File: src/rtl/mt_seed_pkg.sv
`timescale 1ns/1ps
package mt_seed_pkg;

   localparam int unsigned WORD_W  = 32;
   localparam int unsigned PHASES  = 4;
   localparam int unsigned PH_WRITE = 0;
   localparam int unsigned PH_LAST  = PHASES - 1;

   localparam logic [WORD_W-1:0] MT_INIT_MULT = 32'd1812433253;

   typedef logic [WORD_W-1:0] word_t;
   typedef logic [PHASES-1:0] phase_t;

   // second pipeline stage: partial products
   typedef struct packed {
      word_t p37;    // 37 * x (or full product in the multiplier variant)
      word_t pdiff;  // (2^19 - 2^15) * x
   } stage2_t;

   // third pipeline stage: two halves of the next word
   typedef struct packed {
      word_t sum;      // 37x + 2^6*37x + (2^19-2^15)x
      word_t idxterm;  // index - 2^26*37x
   } stage3_t;

endpackage

File: src/rtl/mt_seed_sequencer.sv
`timescale 1ns/1ps
module mt_seed_sequencer
   import mt_seed_pkg::*;
#(
   parameter int unsigned TABLE_N = 624,
   parameter int unsigned IDX_W   = 10
)(
   input  logic             clk,
   input  logic             rst,
   input  logic             start,
   output logic             load,
   output logic             active,
   output phase_t           phase,
   output logic [IDX_W-1:0] idx,
   output logic             done
);

   localparam logic [IDX_W-1:0] LAST_IDX = IDX_W'(TABLE_N - 1);
   localparam phase_t           PH_INIT  = phase_t'(1);

   // set by reset, consumed by the first edge after release
   logic kick;

   assign load = !rst && (start || kick);

   always_ff @(posedge clk) begin
      if (rst) begin
         kick   <= 1'b1;
         active <= 1'b0;
         phase  <= PH_INIT;
         idx    <= '0;
         done   <= 1'b0;
      end else if (load) begin
         kick   <= 1'b0;
         active <= 1'b1;
         phase  <= PH_INIT;
         idx    <= '0;
         done   <= 1'b0;
      end else if (active) begin
         phase <= {phase[PHASES-2:0], phase[PHASES-1]};
         if (phase[PH_WRITE]) begin
            if (idx == LAST_IDX) begin
               active <= 1'b0;
               done   <= 1'b1;
            end else begin
               idx <= idx + IDX_W'(1);
            end
         end
      end
   end

endmodule

File: src/rtl/mt_seed_mix.sv
`timescale 1ns/1ps
module mt_seed_mix
   import mt_seed_pkg::*;
#(
   parameter int unsigned IDX_W     = 10,
   parameter bit          SHIFT_ADD = 1'b1,
   parameter word_t       MULT      = MT_INIT_MULT
)(
   input  logic             clk,
   input  word_t            word_in,
   input  logic [IDX_W-1:0] idx,
   output stage3_t          s3
);

   localparam int unsigned PAD = WORD_W - IDX_W;

   word_t   s1;
   stage2_t s2;
   word_t   idx_w;

   assign idx_w = {{PAD{1'b0}}, idx};

   // stage 1: fold the two top bits into the two low bits
   always_ff @(posedge clk) begin
      s1 <= {word_in[WORD_W-1:2], word_in[1:0] ^ word_in[WORD_W-1:WORD_W-2]};
   end

   generate
      if (SHIFT_ADD) begin : g_shift_add
         // stage 2: 37x and (2^19 - 2^15)x
         always_ff @(posedge clk) begin
            s2.p37   <= s1 + (s1 << 2) + (s1 << 5);
            s2.pdiff <= (s1 << 19) - (s1 << 15);
         end
         // stage 3: positive sum and index minus the 2^26 term
         always_ff @(posedge clk) begin
            s3.sum     <= s2.p37 + (s2.p37 << 6) + s2.pdiff;
            s3.idxterm <= idx_w - (s2.p37 << 26);
         end
      end else begin : g_mult
         // stage 2: full constant product
         always_ff @(posedge clk) begin
            s2.p37   <= s1 * MULT;
            s2.pdiff <= '0;
         end
         // stage 3: pass product, index rides alongside
         always_ff @(posedge clk) begin
            s3.sum     <= s2.p37 + s2.pdiff;
            s3.idxterm <= idx_w;
         end
      end
   endgenerate

endmodule

File: src/rtl/mt_seed_fold.sv
`timescale 1ns/1ps
module mt_seed_fold
   import mt_seed_pkg::*;
(
   input  logic    clk,
   input  logic    rst,
   input  logic    load,
   input  word_t   load_val,
   input  logic    advance,
   input  stage3_t s3,
   output word_t   pend
);

   // stage 4: pending word, written to memory in the next write phase
   always_ff @(posedge clk) begin
      if (rst) begin
         pend <= '0;
      end else if (load) begin
         pend <= load_val;
      end else if (advance) begin
         pend <= s3.sum + s3.idxterm;
      end
   end

endmodule

File: src/rtl/mt_seed_expander.sv
`timescale 1ns/1ps
module mt_seed_expander
   import mt_seed_pkg::*;
#(
   parameter int unsigned TABLE_N      = 624,
   parameter logic [31:0] DEFAULT_SEED = 32'd5489,
   parameter bit          SHIFT_ADD    = 1'b1,
   parameter logic [31:0] MULT         = 32'd1812433253,
   localparam int unsigned IDX_W       = $clog2(TABLE_N)
)(
   input  logic              clk,
   input  logic              rst,
   input  logic              start,
   input  logic [31:0]       seed,
   output logic              wr_en,
   output logic [IDX_W-1:0]  wr_addr,
   output logic [31:0]       wr_data,
   output logic              done
);

   initial begin
      if (TABLE_N < 2)
         $fatal(1, "mt_seed_expander: TABLE_N must be at least 2");
      if (IDX_W >= WORD_W)
         $fatal(1, "mt_seed_expander: index wider than a state word");
      if (SHIFT_ADD && (MULT != MT_INIT_MULT))
         $fatal(1, "mt_seed_expander: shift-add variant fixes MULT");
   end

   logic             load;
   logic             active;
   phase_t           phase;
   logic [IDX_W-1:0] idx;
   word_t            pend;
   word_t            load_val;
   stage3_t          s3;

   assign load_val = start ? seed : DEFAULT_SEED;

   mt_seed_sequencer #(
      .TABLE_N (TABLE_N),
      .IDX_W   (IDX_W)
   ) u_seq (
      .clk    (clk),
      .rst    (rst),
      .start  (start),
      .load   (load),
      .active (active),
      .phase  (phase),
      .idx    (idx),
      .done   (done)
   );

   mt_seed_mix #(
      .IDX_W     (IDX_W),
      .SHIFT_ADD (SHIFT_ADD),
      .MULT      (MULT)
   ) u_mix (
      .clk     (clk),
      .word_in (pend),
      .idx     (idx),
      .s3      (s3)
   );

   mt_seed_fold u_fold (
      .clk      (clk),
      .rst      (rst),
      .load     (load),
      .load_val (load_val),
      .advance  (active && phase[PH_LAST]),
      .s3       (s3),
      .pend     (pend)
   );

   assign wr_en   = active && phase[PH_WRITE];
   assign wr_addr = idx;
   assign wr_data = pend;

endmodule

File: config.mk
export PLATFORM = sky130hd
export DESIGN_NAME = mt_seed_expander
export DESIGN_NICKNAME = d
export VERILOG_FILES = /design/src/rtl/mt_seed_pkg.sv /design/src/rtl/mt_seed_sequencer.sv /design/src/rtl/mt_seed_mix.sv /design/src/rtl/mt_seed_fold.sv /design/src/rtl/mt_seed_expander.sv
export SDC_FILE = /design/constraint.sdc
export NUM_CORES = 1
export LEC_CHECK = 0
export BUFFER_PORTS_ARGS = -buffer_cell sky130_fd_sc_hd__buf_2
export CAP_MARGIN = 20
export CELL_PAD_IN_SITES_DETAIL_PLACEMENT = 1
export CELL_PAD_IN_SITES_GLOBAL_PLACEMENT = 2
export CORE_MARGIN = 2
export CORE_UTILIZATION = 42
export CTS_BUF_LIST = sky130_fd_sc_hd__clkbuf_16
export DETAILED_ROUTE_END_ITERATION = 12
export HOLD_SLACK_MARGIN = 0.1
export PLACE_DENSITY_LB_ADDON = 0.1
export SYNTH_ARGS = -nofsm -noshare
export SYNTH_HDL_FRONTEND = slang
export SYNTH_HIERARCHICAL = 1
export SYNTH_SLANG_ARGS = --single-unit
File: constraint.sdc
create_clock -name clk -period 6.2 [get_ports clk]
set_input_delay 1.24 -clock clk [delete_from_list [all_inputs] [get_ports clk]]
set_output_delay 1.24 -clock clk [all_outputs]
set_load 0.02 [all_outputs]
# After elaboration in Yosys (flattened, before gate mapping)
# Cells that the tools add are included.
[word_totals]
register_bits = 209
in_bits = 35
output_inout_bits = 44
[op_classes]
n_addsub = 8
n_eq_ne = 1
n_mux = 7
bitwise_logic = 2
n_reduce_logical = 9
[ops]
columns = ["operator", "n"]
rows = [
  ["32-bit adder", 5],
  ["32-bit two-way mux", 3],
  ["10-bit by 32-bit subtractor with 32-bit output", 1],
  ["32-bit subtractor", 1],
  ["10-bit by 1-bit adder with 10-bit output (second input constant)", 1],
  ["10-bit equality test (second input constant)", 1],
  ["3-bit AND reduction", 2],
  ["1-bit two-way mux", 4],
  ["1-bit logical AND", 3],
  ["2-bit nonzero test", 1],
  ["2-bit OR reduction", 1],
  ["2-bit bitwise XOR", 1],
  ["1-bit logical NOT", 1],
  ["1-bit logical OR", 1],
  ["1-bit NOT", 1],
]

# Depth between registers and ports, before layout
[depth]
word_depth = 5
mapped_depth = 11
ltp_nobuf = 11

# Hierarchy
# The synthesis kept the hierarchy.
[by_module_without_submodules]
columns = ["mod", "instances", "cells_each", "area_per_inst_um2"]
rows = [
  ["mt_seed_mix", 1, 709, 7249.5],
  ["mt_seed_fold", 1, 403, 3095.5],
  ["mt_seed_sequencer", 1, 78, 769.5],
  ["mt_seed_expander", 1, 37, 230.2],
]

# Worst setup path before layout
# No wires, ideal clock.
[synth_path]
kind = "register to register"
from = "register u_mix.s1[3]"
to = "register u_mix/s2[62] (netlist bit)"
setup_ns = 0.118
arrival_time_ns = 2.663
required_ns = 6.082
setup_slack_ns = 3.419
stages_incl_launch_ff = 11
path_cell_list = "dfxtp_1 > inv_1 > fa_1 > inv_1 > ha_1 > or3b_1 > a21oi_1 > o21ai_1 > o31ai_2 > a21oi_1 > xnor2_1"
[synth_between]
elab_chain_len = 2
[synth_lines]
columns = ["element", "line_no", "source"]
rows = [
  ["start: declaration", "mt_seed_mix.sv:17", "word_t s1;"],
  ["start signal: assignment", "mt_seed_mix.sv:25", "s1 <= {word_in[WORD_W-1:2], word_in[1:0] ^ word_in[WORD_W-1:WORD_W-2]};"],
  ["32-bit adder", "mt_seed_mix.sv:32", "s2.p37 <= s1 + (s1 << 2) + (s1 << 5);"],
  ["32-bit adder (*)", "mt_seed_mix.sv:32", ""],
  ["end: declaration", "mt_seed_mix.sv:18", "stage2_t s2;"],
]
# Every way passes the cells marked *; elsewhere a longest branch is shown, timed or not.
# A chain may end at the register's enable or synchronous reset.

# Worst setup path after layout
[layout_path]
from = "register u_mix.s1[0]"
to = "register u_mix/s2[58] (netlist bit)"
# Same word-level chain as after synthesis.

==> out/qor.txt <==
Initial Utilization -> 42.4%
proportion of layout cells with a drive suffix above 1 -> 11.2%
worst reg2reg path startpoint -> u_mix/s1[0]$_DFF_P_
worst-case clock buffer depth -> 2
power share of the clock group -> 20.2%
GRT Residual Overflow -> 0
length of routed wiring on met1 -> 17000 µm
area growth from synthesis to layout -> 10.4%
Period Utilization, post-route -> 53.9%
final-layout worst hold slack -> 0.377 ns
Data arrival, critical path -> 3.66 ns
final cell count without fillers -> 1637
part of the total power dissipated in sequential elements -> 28.6%
actual slew at the worst max-slew pin -> 0.774 ns
top routing layer in use -> met4
PwrDens -> 437 mW/mm²
r2r endpoint -> u_mix/s2[58]$_DFF_P_
maximum number of pins on one net before global-route repair -> 66
cell area after synthesis -> 0.0113 mm²
beginning of the worst hold path -> u_fold/pend[29]$_SDFFE_PP0P_
RSZ-0062 raised after global routing -> no
highest net fanout along the worst path -> 7
count of vias placed by the detailed router -> 9141
shortest clock period the worst path allows after layout -> 3.34 ns
internal portion of total power -> 3.01 mW
Synth area leader -> sky130_fd_sc_hd__dfxtp_1
Hold Path Class -> register to register
synthesized flop and latch total -> 176
count of input and output buffers -> 78
DRC errors left -> 0
dominant cell by count in the synthesized netlist -> sky130_fd_sc_hd__dfxtp_1
status -> complete, no violations
number of detailed-route iterations in the first pass -> 5
top flip-flop cell by instance count after synthesis -> sky130_fd_sc_hd__dfxtp_1
Worst-path clk slew -> 0.09 ns
Skew-Pair Late Insertion Delay -> 0.44 ns
number of antenna violations at the first check in global routing -> 5
Die Area -> 0.0283 mm²
Syn Area/Cell -> 9.25 µm²
final net count -> 1473
Setup CP Type -> register to register
hold path cells -> 0
Post CTS Setup Buffer Count -> 0
horizontal die dimension -> 168 µm
clock tree from TritonCTS -> yes
fin. max-slew vios -> 0
headroom to the max-slew limit -> 48.4%
IR Drop Worst-Case VDD -> 212 µV
number of cells upsized or downsized after cts -> 0
cell types occupying the most area after synthesis -> sky130_fd_sc_hd__dfxtp_1 31%, sky130_fd_sc_hd__ha_1 12%, sky130_fd_sc_hd__fa_1 7.9%
top cell type's share of synthesized area -> 31.1%
first-pass GRT wire length -> 55400 µm
share of the yosys chip area belonging to registers -> 31.1%
global-route usage over all layers -> 25.4%
Worst EP required -> 6.52 ns
Core Rows -> 60
H-tree depth -> 4
routability congestion estimate -> 0.856
share of flip-flops with an asynchronous set or reset -> 0%
wire per inst -> 21.3 µm
Hold Crit Endpoint -> u_mix/s1[29]$_DFF_P_
share of total power consumed by net switching -> 45.0%
number of global-route vias before repair -> 9538
number of DRC markers in iteration 0 -> 444
Commonest cells post-synth -> 176 x sky130_fd_sc_hd__dfxtp_1, 114 x sky130_fd_sc_hd__a21oi_1, 110 x sky130_fd_sc_hd__ha_1, 82 x sky130_fd_sc_hd__nor2_1, 74 x sky130_fd_sc_hd__nand2_1
Yosys warning total -> 6
combinational fraction of design power -> 51.3%
Cells after Synth -> 1227
critical path capture point type -> register
clk root buf -> sky130_fd_sc_hd__clkbuf_16
switching power -> 2.46 mW
depth of the worst register-to-register path -> 10
Placed Cells incl. Taps -> 1605
Num CTS Buffers -> 17
DP HPWL -> 27800 µm
sinks on the clock net -> 176
total length of routed met3 wires -> 1060 µm
chip height -> 168 µm
number of hold buffers added after CTS -> 0
core area -> 0.0267 mm²
kind of start point of the critical path -> register
library cells used by synthesis -> 93
sum of met2 wire segment lengths after detailed routing -> 16500 µm
n_diodes -> 0
Antenna Violating Nets Remaining -> 0
number of flops mapped to enable cells by yosys -> 0
Vias per Instance -> 5.58
cell leakage power -> 5.75 nW
I/O pin count -> 79
timing-limited maximum frequency -> 0.299 GHz
number of setup violations in the final report -> 0
max-cap viol count -> 0
number of hold violations in the final report -> 0
worst clock skew -> 0.0215 ns
post-detailed-routing wire length -> 34900 µm
Setup TNS Final -> 0 ns
register-to-register setup slack -> 2.86 ns
==> registers in the layout, summed over array words and instances, names as in the netlist <==
signal,flops
u_fold/pend,32
u_seq/idx,10
u_mix/s2,48
u_seq/done,1
u_seq/kick,1
u_mix/s1,32
u_seq/active,1
u_seq/phase,4
u_mix/s3,47
==> metal layers <==
layer	vias to the layer above	track usage, %
met2	166	42.0
li1	4477	-
met4	0	4.84
met3	18	3.39
met5	-	0
met1	4480	35.7
==> worst max path at each step <==
stage,slack (ns),to,depth (start not counted),startpoint
after floorplan,3.42,u_mix/s2[62]$_DFF_P_,10,u_mix/s1[3]$_DFF_P_
after global placement,2.95,u_mix/s2[62]$_DFF_P_,10,u_mix/s1[0]$_DFF_P_
after detailed placement,2.83,u_mix/s2[58]$_DFF_P_,10,u_mix/s1[0]$_DFF_P_
after CTS,2.81,u_mix/s2[58]$_DFF_P_,10,u_mix/s1[0]$_DFF_P_
after global routing,2.69,u_mix/s2[58]$_DFF_P_,10,u_mix/s1[3]$_DFF_P_
final,2.86,u_mix/s2[58]$_DFF_P_,10,u_mix/s1[0]$_DFF_P_
==> metrics by stage <==
stage	worst slack (ns)	power [mW]	area (µm²)	util, %
floorplan	3.42	3.49	11400	-
global placement	2.95	4.28	11900	44.7
detailed placement	2.83	4.29	11900	44.7
CTS	2.81	5.45	12500	46.9
global route	2.69	5.84	12500	46.9
finish	2.86	5.47	12500	46.9
==> layout by cell type, fill, tap and decap left out, drive strengths merged, types with 21 or more instances in the layout <==
master  count
dfxtp     176
a21oi     116
ha        110
nor2       82
buf        80
nand2      75
xnor2      67
inv        55
o21ai      55
a21o       46
fa         45
and2       36
xor2       33
nand3      21
nand4      21
==> logic make-up (layout without fill, tap and decap cells) <==
| family | Yosys count | count (layout) | synth area share, % |
|---|---|---|---|
| XOR/XNOR | 100 | 100 | 7.72 |
| AND/OR/NAND/NOR | 340 | 340 | 15.8 |
| multiplexers | 13 | 13 | 1.19 |
| other | 1 | 16 | 0.0331 |
| AO/OA/AOI/OAI | 336 | 336 | 19.9 |
| buffers and inverters | 106 | 160 | 4.28 |
| adder cells (fa/ha/maj) | 155 | 155 | 20.1 |
| flip-flops | 176 | 176 | 31.1 |
==> power groups by stage <==
stage          registers (mW)  clock network [mW]  logic [mW]
2_1_floorplan            1.50                   0        1.99
3_3_place_gp             1.59                   0        2.69
3_5_place_dp             1.58                   0        2.70
4_1_cts                  1.57                1.13        2.75
5_1_grt                  1.59                1.17        3.08
6_report                 1.56                1.10        2.80
==> critical path: stages (launching register included) <==
cell                       delay, ns
sky130_fd_sc_hd__dfxtp_1        0.52
sky130_fd_sc_hd__inv_1          0.14
sky130_fd_sc_hd__fa_1           0.55
sky130_fd_sc_hd__inv_1          0.05
sky130_fd_sc_hd__ha_1           0.33
sky130_fd_sc_hd__or3b_1         0.38
sky130_fd_sc_hd__a21oi_1        0.35
sky130_fd_sc_hd__o21ai_1        0.22
sky130_fd_sc_hd__o31ai_2        0.38
sky130_fd_sc_hd__a21boi_1       0.14
sky130_fd_sc_hd__xnor2_1        0.15
==> cell type report <==
cell class	count	area (µm²)
flip-flops and latches	176	3520
clock buffers	17	425
multi-input cells	960	7400
inverters	48	180
repair buffers	80	405
fillers	3152	14200
well taps	341	427
clock inverters	15	168
Note: power is estimated with default switching activity, not from simulation.
